$ cat src/rtl/pbdiv_regs.sv
module pbdiv_regs #(
   parameter int unsigned DIV_W   = 7,
   parameter int unsigned REG_W   = 16,
   parameter int unsigned RDY_BIT = 11,
   parameter int unsigned EN_BIT  = 15,
   parameter int unsigned RST_DIV = 0
) (
   input  logic             clk_i,
   input  logic             rst_ni,
   input  logic             wr_en_i,
   input  logic [REG_W-1:0] wr_data_i,
   input  logic             load_i,
   output logic [DIV_W-1:0] div_o,
   output logic             en_o,
   output logic             pend_o,
   output logic [REG_W-1:0] rd_data_o
);

   logic [DIV_W-1:0] div_q;
   logic             en_q;
   logic             pend_q;
   logic             rdy_q;

   always_ff @(posedge clk_i or negedge rst_ni) begin
      if (!rst_ni) begin
         div_q  <= DIV_W'(RST_DIV);
         en_q   <= 1'b0;
         pend_q <= 1'b0;
         rdy_q  <= 1'b1;
      end else begin
         if (wr_en_i) begin
            div_q  <= wr_data_i[DIV_W-1:0];
            en_q   <= wr_data_i[EN_BIT];
            pend_q <= 1'b1;
            rdy_q  <= 1'b0;
         end else begin
            if (load_i) pend_q <= 1'b0;
            rdy_q <= !pend_q;
         end
      end
   end

   always_comb begin
      rd_data_o                = '0;
      rd_data_o[DIV_W-1:0]     = div_q;
      rd_data_o[RDY_BIT]       = rdy_q;
      rd_data_o[EN_BIT]        = en_q;
   end

   assign div_o  = div_q;
   assign en_o   = en_q;
   assign pend_o = pend_q;

endmodule

$ cat src/rtl/pbdiv_core.sv
module pbdiv_core #(
   parameter int unsigned DIV_W   = 7,
   parameter int unsigned RST_DIV = 0
) (
   input  logic             clk_i,
   input  logic             rst_ni,
   input  logic [DIV_W-1:0] div_i,
   input  logic             en_i,
   input  logic             pend_i,
   output logic             load_o,
   output logic             phase_o,
   output logic             run_o,
   output logic [DIV_W-1:0] act_o,
   output logic [DIV_W-1:0] cnt_o
);

   localparam int unsigned CW = DIV_W + 1;

   logic [DIV_W-1:0] cnt_q, cnt_n;
   logic [DIV_W-1:0] act_q, act_n;
   logic             run_q, run_n;
   logic             phase_q, phase_n;
   logic [CW-1:0]    half_n;
   logic             wrap;

   always_comb begin
      wrap    = (cnt_q == act_q);
      load_o  = wrap && pend_i;
      act_n   = load_o ? div_i : act_q;
      cnt_n   = wrap ? '0 : cnt_q + 1'b1;
      run_n   = wrap ? en_i : run_q;
      half_n  = ({1'b0, act_n} + CW'(1)) >> 1;
      phase_n = run_n && ({1'b0, cnt_n} < half_n);
   end

   always_ff @(posedge clk_i or negedge rst_ni) begin
      if (!rst_ni) begin
         cnt_q   <= '0;
         act_q   <= DIV_W'(RST_DIV);
         run_q   <= 1'b0;
         phase_q <= 1'b0;
      end else begin
         cnt_q   <= cnt_n;
         act_q   <= act_n;
         run_q   <= run_n;
         phase_q <= phase_n;
      end
   end

   assign phase_o = phase_q;
   assign run_o   = run_q;
   assign act_o   = act_q;
   assign cnt_o   = cnt_q;

endmodule

$ cat src/rtl/pbdiv_gate.sv
module pbdiv_gate #(
   parameter bit ALLOW_BYPASS = 1'b1
) (
   input  logic clk_i,
   input  logic rst_ni,
   input  logic run_i,
   input  logic unity_i,
   input  logic phase_i,
   output logic clk_o
);

   generate
      if (ALLOW_BYPASS) begin : g_bypass
         logic pass_q;
         // Updated on the falling edge, while the parent clock is low.
         always_ff @(negedge clk_i or negedge rst_ni) begin
            if (!rst_ni) pass_q <= 1'b0;
            else         pass_q <= run_i && unity_i;
         end
         assign clk_o = phase_i | (clk_i & pass_q);
      end else begin : g_plain
         assign clk_o = phase_i;
      end
   endgenerate

endmodule

$ cat src/rtl/pbclk_div.sv
module pbclk_div #(
   parameter int unsigned DIV_W        = 7,
   parameter int unsigned REG_W        = 16,
   parameter int unsigned RDY_BIT      = 11,
   parameter int unsigned EN_BIT       = 15,
   parameter int unsigned RST_DIV      = 0,
   parameter bit          ALLOW_BYPASS = 1'b1
) (
   input  logic             clk_i,
   input  logic             rst_ni,
   input  logic             wr_en_i,
   input  logic [REG_W-1:0] wr_data_i,
   output logic [REG_W-1:0] rd_data_o,
   output logic             pb_clk_o
);

   localparam int unsigned MAX_CODE = (1 << DIV_W) - 1;

   generate
      if (DIV_W < 1 || DIV_W > 12) begin : g_bad_width
         $error("divisor width out of range");
      end
      if (RDY_BIT >= REG_W || EN_BIT >= REG_W || RDY_BIT < DIV_W || EN_BIT < DIV_W
          || RDY_BIT == EN_BIT) begin : g_bad_bits
         $error("flag positions overlap or fall outside the word");
      end
      if (RST_DIV > MAX_CODE) begin : g_bad_reset
         $error("reset divisor does not fit the field");
      end
   endgenerate

   logic [DIV_W-1:0] div_w, act_w, cnt_w;
   logic             en_w, pend_w, load_w, phase_w, run_w;

   pbdiv_regs #(
      .DIV_W(DIV_W), .REG_W(REG_W), .RDY_BIT(RDY_BIT),
      .EN_BIT(EN_BIT), .RST_DIV(RST_DIV)
   ) u_regs (
      .clk_i(clk_i), .rst_ni(rst_ni),
      .wr_en_i(wr_en_i), .wr_data_i(wr_data_i), .load_i(load_w),
      .div_o(div_w), .en_o(en_w), .pend_o(pend_w), .rd_data_o(rd_data_o)
   );

   pbdiv_core #(.DIV_W(DIV_W), .RST_DIV(RST_DIV)) u_core (
      .clk_i(clk_i), .rst_ni(rst_ni),
      .div_i(div_w), .en_i(en_w), .pend_i(pend_w),
      .load_o(load_w), .phase_o(phase_w), .run_o(run_w),
      .act_o(act_w), .cnt_o(cnt_w)
   );

   pbdiv_gate #(.ALLOW_BYPASS(ALLOW_BYPASS)) u_gate (
      .clk_i(clk_i), .rst_ni(rst_ni),
      .run_i(run_w), .unity_i(act_w == '0), .phase_i(phase_w),
      .clk_o(pb_clk_o)
   );

endmodule

$ cat config.mk
export PLATFORM = sky130hd
export DESIGN_NAME = pbclk_div
export DESIGN_NICKNAME = d
export VERILOG_FILES = /design/src/rtl/pbdiv_regs.sv /design/src/rtl/pbdiv_core.sv /design/src/rtl/pbdiv_gate.sv /design/src/rtl/pbclk_div.sv
export SDC_FILE = /design/constraint.sdc
export NUM_CORES = 1
export LEC_CHECK = 0
export BUFFER_PORTS_ARGS = -buffer_cell sky130_fd_sc_hd__buf_4
export CAP_MARGIN = 0
export CORE_ASPECT_RATIO = 0.75
export CORE_MARGIN = 1
export CORE_UTILIZATION = 35
export CTS_CLUSTER_SIZE = 10
export DETAILED_ROUTE_END_ITERATION = 7
export PLACE_DENSITY_LB_ADDON = 0.12
export SETUP_SLACK_MARGIN = 0.2
export SLEW_MARGIN = 40
export SYNTH_ARGS = -nofsm -noshare
export SYNTH_HDL_FRONTEND = slang
export SYNTH_SLANG_ARGS = --single-unit
$ cat constraint.sdc
create_clock -name clk_i -period 9.3 [get_ports clk_i]
set_input_delay 1.86 -clock clk_i [delete_from_list [all_inputs] [get_ports clk_i]]
set_output_delay 1.86 -clock clk_i [all_outputs]
set_load 0.1 [all_outputs]
==> impl_results.md, run 1 <==
* Synth Instances at around 150
* CP Buf/Inv Count at 1
* Initial Util at roughly 37%
* Vias per cell at ~5
* Ys async rst share at 100%
* Post-synthesis adder-cell area fraction at slightly below 6%
* I/O Pins at 36
* Critical path's largest stage delay at around 0.40 ns
* Site Rows at 21
* Avg Cell Area, Syn at between 10 and 15 µm²
* Largest net degree at the start of global routing at 28
* ANT nets after route at 0
* Setup WS pre-CTS at around 2.0 ns
* Critical R2R Launch: u_core.act_o[2]
* Slew Limit Fails at 0
* Crit end category: output pin
* Largest family of logic cells by synthesized area: multiplexers
* YS warnings at 0
* P_leak at between 0.8 and 0.9 nW
* Post-synthesis simple-gate area fraction at 14.1%
* Register bit total from synthesis at 27
* Share of layout cells above drive strength 1 at between 30% and 40%
* Initial DRC Count at 31
* Final Skew at 0.0209 ns
* Reg2Reg Setup Slack at 3.69 ns
* EDFF count, synth at 0
* Hold Slack at about 0.46 ns
* Post-synthesis compound-gate area fraction at around 4.5%
* Global route total overflow at 0
* DIE AREA at between 0.005 and 0.006 mm²
* Hold buffer count at cts at 0
* Max-Cap Viols at 0
* Slowest CP cell: dfrtn_1
* Synth cell count leaders: 25 x dfrtp_1, 13 x xnor2_1, 12 x nor2_1, 10 x mux2_2
* Port Buf Inserts at 20
* Synth Area in XOR/XNOR at ~11%
* Synth top area cells: dfrtp_1 37%, mux2_4 8.0%, xnor2_1 6.7%, mux2_2 6.6%, ha_1 5.9%
* Die width at a little over 80 µm
* Clock-pin transition on the worst setup and hold timing paths at between 0.1 and 0.15 ns
* Gr usage total at ~15%
* Post_cts resized at 0
* Post-DR wirelength/cell at roughly 15 µm
* R2R Path End: u_gate.g_bypass.pass_q
* Routed wire length at about 3.4 mm
* TritonCTS clock tree: built
* First-pass DRT Iterations at 4
* DR DRC count at 0
* DP Area at 0.00181 mm²
* CP top delay family: flip-flops
* Final worst slack at between 1.5 and 2 ns
* Non-filler instance count after layout at between 200 and 250
* Startpoint type of the worst setup path: flop
* Vias at 1,111
* Final #Nets at just under 200
* Hold endpoint: u_regs.rdy_q
* R2R cell count at 2
* Worst Hold Class: reg -> reg
* Sum of negative setup slack at 0 ns
* Final Util at 42.0%
* Placed cells at about 220
* Critical path data arrival time at around 5.8 ns
* Worst Hold Depth at 1
* First-pass GRT wire length at between 5 and 6 mm
* Synth area leader: dfrtp_1
* Crit-path cells: a21o_1 > buf_4
* Pwr dens at around 340 mW/mm²
* Top-count cell post-synth: dfrtp_1
* Final setup viols at 0
* Peak supply drop at around 0.00012 V
* # diodes at 0
* Synthesized cell area at 0.00170 mm²
* Initial antenna violation count at 0
* Layout area overhead at 12.5%
* Sequential area share after synthesis at between 30% and 40%
* Setup Crit Path Kind: reg -> out
* Gpl congestion at 0.782
* CP max FO at 1
* HP Start: u_regs.pend_o
* Top FF cell, synth: dfrtp_1
* Status: finished, final reports clean
* Multiplexer area fraction after synthesis at about 16%
* Final Hold Fails at 0
* Top-area cell type share of the netlist area at between 30% and 40%
* Post-route cell area at between 0.0015 and 0.002 mm²
* Worst EP required at around 7.4 ns
* Tot Pwr at approximately 650 µW
* Distinct cells, synth at 36
* Die height at just over 60 µm
* Core area at about 0.0045 mm²
* Post-CTS Repair Setup Buffers at 0
* Vias in the first global route at between 1,000 and 1,500
* RSZ-0062 raised after global routing: false
* Worst-Skew Late Latency at about 0.40 ns
* Post-DP HPWL at around 2.5 mm
==> state kept, by name (all words and copies together) (netlist names) <==
register                cells
u_core.act_o                7
u_core.cnt_o                7
u_core.phase_o              1
u_core.run_o                1
u_gate.g_bypass.pass_q      1
u_regs.div_o                7
u_regs.en_o                 1
u_regs.pend_o               1
u_regs.rdy_q                1
==> layout make-up <==
type,instances,area [µm²]
flip-flops and latches,27,677
inverters,4,15.0
well taps,57,71.3
clock buffers,7,90.1
multi-input cells,111,905
fillers,440,2640
repair buffers,19,143
clock inverters,1,7.51
==> placed cells by master (no fill, tap or decap), types with 5 or more instances in the layout <==
cell type,instances
dfrtp_1,25
buf_4,20
xnor2_1,13
nor2_1,12
mux2_2,10
nand3_1,9
mux2_4,9
ha_1,8
conb_1,7
clkbuf_8,6
nand2_1,5
xor2_1,5
==> worst register-to-register path, stage by stage, from the launching register on <==
cell	delay, ns
dfrtp_1	0.49
nor4_1	0.30
and4b_1	0.23
==> routing by layer <==
metal	GRT usage, %	routed length, µm	vias up
met1	22.6	1790	543
li1	-	-	544
met2	19.6	1450	20
met4	5.48	40	0
met3	6.91	144	4
met5	0	0	-
==> worst max-delay path by stage <==
stage,from,slack [ns],end,depth (start not counted)
6_report,u_gate.g_bypass.pass_q,1.61,pb_clk_o,2
3_3_place_gp,u_gate.g_bypass.pass_q,2.05,pb_clk_o,2
3_5_place_dp,u_gate.g_bypass.pass_q,2.04,pb_clk_o,2
4_1_cts,u_gate.g_bypass.pass_q,1.59,pb_clk_o,2
5_1_grt,u_gate.g_bypass.pass_q,1.56,pb_clk_o,2
2_1_floorplan,u_gate.g_bypass.pass_q,1.76,pb_clk_o,1
==> cells by family (layout without fill, tap and decap cells) <==
kind of cell	Yosys count	in the layout
AOI/OAI and AO/OA	11	11
buffers and inverters	19	31
adders and majority gates	8	8
DFF	27	27
xor gates and xnor gates	20	20
and+or+nand+nor	44	44
other	1	7
muxes	21	21
==> where the power goes <==
group,leakage [nW],total (mW),internal [mW],switching (mW)
sequential,0.325,0.214,0.155,0.0592
clock,0.0583,0.119,0.0606,0.0588
combinational,0.472,0.314,0.147,0.167
(Power assumes the default switching activity.)
==> run 2: changes to the inputs <==
clock period = 7.65 ns   (was 9.3 ns; I/O delays follow)
==> run 2 against run 1 <==
Sequential share of layout area up 0.14 points. Via count up 0.18%. Combinational power up 21%. Largest power group unchanged. Flip-flop and latch count unchanged. Worst setup slack worse by 0.50 ns.
==> impl_results.md, run 2 (synthesis results as in run 1) <==
* Worst-Skew Late Latency at 0.40 ns (about the same)
* ANT nets after route at 0 (unchanged)
* # diodes at 0 (unchanged)
* Most common cell after layout, fill and taps aside: dfrtp_1
* R2R cell count at 2 (unchanged)
* Worst Hold Class: reg -> reg
* Sum of negative setup slack at 0 ns (unchanged)
* Port Buf Inserts at 20 (unchanged)
* Slew Limit Fails at 0 (unchanged)
* Critical path data arrival time at 5.01 ns (-0.82 ns)
* Vias at 1,113 (+0.18%)
* Initial Util at 37.3% (unchanged)
* TritonCTS clock tree: built
* CP top delay family: flip-flops
* Status: finished, final reports clean
* Reg2Reg Setup Slack at 2.87 ns (-0.82 ns)
* Hold endpoint: u_regs.rdy_q
* First-pass DRT Iterations at 4 (unchanged)
* FF+latch area at 677 µm² (unchanged)
* Gr usage total at 15.6% (+0.13 points)
* Initial DRC Count at 48 (+55%)
* RSZ-0062 raised after global routing: false
* Worst EP required at 6.12 ns (-1.32 ns)
* Crit end category: output pin
* Hold buffer count at cts at 0 (unchanged)
* Vias per cell at 4.92 (+0.18%)
* Pwr dens at 411 mW/mm² (+21%)
* Setup WS pre-CTS at 1.55 ns (-0.494 ns)
* Critical path's largest stage delay at 0.40 ns (about the same)
* DR DRC count at 0 (unchanged)
* Initial antenna violation count at 0 (unchanged)
* Hold Slack at 0.463 ns (+0.00777 ns)
* Die height at 62.3 µm (unchanged)
* Peak supply drop at 0.000130 V (+8.8%)
* Startpoint type of the worst setup path: flop
* Layout area overhead at 12.0%
* HP Start: u_regs.pend_o
* Worst Hold Depth at 1 (unchanged)
* Crit-path cells: a21o_1 > buf_4
* Post_cts resized at 0 (unchanged)
* P_leak at 0.860 nW (+0.41%)
* Global route total overflow at 0 (unchanged)
* Final Skew at 0.0231 ns (+0.00226 ns)
* Placed cells at 219 (unchanged)
* R2R Path End: u_gate.g_bypass.pass_q
* Setup Crit Path Kind: reg -> out
* Gpl congestion at 0.783 (+0.18%)
* Slowest CP cell: dfrtn_1
* Vias in the first global route at 1,137 (+3.6%)
* CP Buf/Inv Count at 1 (unchanged)
* Critical R2R Launch: u_core.act_o[4]
* Non-filler instance count after layout at 226 (unchanged)
* Routed wire length at 3.39 mm (-1.2%)
* Most frequent cells in the layout: 25 x dfrtp_1, 20 x buf_4, 13 x xnor2_1
* Slew margin rel. at between 40% and 50%
* CP max FO at 1 (unchanged)
* Core area at 0.00455 mm² (unchanged)
* Largest net degree at the start of global routing at 28 (unchanged)
* First-pass GRT wire length at 5.66 mm (+1.5%)
* Share of layout cells above drive strength 1 at 31.4% (unchanged)
* Site Rows at 21 (unchanged)
* Clock-pin transition on the worst setup and hold timing paths at 0.09 ns (-0.02 ns)
* I/O Pins at 36 (unchanged)
* Worst-margin pin slew at between 0.8 and 0.9 ns
* Die width at 82.4 µm (unchanged)
* Post-DR wirelength/cell at 15.0 µm (-1.2%)
* DIE AREA at 0.00513 mm² (unchanged)
* Multi-input logic area at 900 µm² (-0.55%)
* Tot Pwr at 781 µW (+21%)
* Final #Nets at 197 (unchanged)
* Final Hold Fails at 0 (unchanged)
* Final setup viols at 0 (unchanged)
* Max-Cap Viols at 0 (unchanged)
* # fillers at 458 (+4.1%)
* Post-DP HPWL at 2.54 mm (+0.89%)
* Final worst slack at 1.11 ns (-0.497 ns)
* Post-CTS Repair Setup Buffers at 0 (unchanged)
[run 2: changes by cell type in the layout (fill, tap and decap cells not counted)]
| cell | previous run | this run |
|---|---|---|
| nor2_4 | 1 | 0 |
| clkinvlp_4 | 1 | 0 |
| clkinv_2 | 0 | 1 |
| nor2_2 | 0 | 1 |
[run 2: worst register-to-register path: stages, from the launching register on]
cell and delay, ns:
dfrtp_1 0.52, nor4_1 0.09, and4b_1 0.21
[run 2: worst max path at each step]
stage | slack [ns] | startpoint | endpoint | cells past startpoint
floorplan | 1.27 | u_gate.g_bypass.pass_q | pb_clk_o | 1
global placement | 1.56 | u_gate.g_bypass.pass_q | pb_clk_o | 2
detailed placement | 1.55 | u_gate.g_bypass.pass_q | pb_clk_o | 2
CTS | 1.09 | u_gate.g_bypass.pass_q | pb_clk_o | 2
global route | 1.07 | u_gate.g_bypass.pass_q | pb_clk_o | 2
finish | 1.11 | u_gate.g_bypass.pass_q | pb_clk_o | 2
[run 2: cell type report]
| class | count | area share [%] |
|---|---|---|
| clock buffers | 7 | 4.74 |
| clock inverters | 1 | 0.263 |
| inverters | 4 | 0.790 |
| multi-input cells | 111 | 47.3 |
| flip-flops and latches | 27 | 35.6 |
| well taps | 57 | 3.75 |
| repair buffers | 19 | 7.50 |
[run 2: report_power, final]
part / total [mW] / switching, mW / internal [mW]
Clock: 0.141 / 0.0678 / 0.0732
Sequential: 0.259 / 0.0713 / 0.188
Combinational: 0.381 / 0.203 / 0.178
[run 2: per-stage QoR]
stage          util, %  cell area, µm²
6_report          41.8            1900
5_1_grt           41.8            1900
4_1_cts           41.8            1900
3_5_place_dp      39.9            1810
3_3_place_gp      39.9            1810
2_1_floorplan        -            1720
[run 2: routing by layer]
metal  vias to the layer above  share of wire (%)  GRT usage, %
met3                         5                3.9          7.35
met1                       537                 53          22.4
met2                        31                 42          19.6
li1                        540                  -             -
met4                         0               0.97          6.36
met5                         -                  0             0
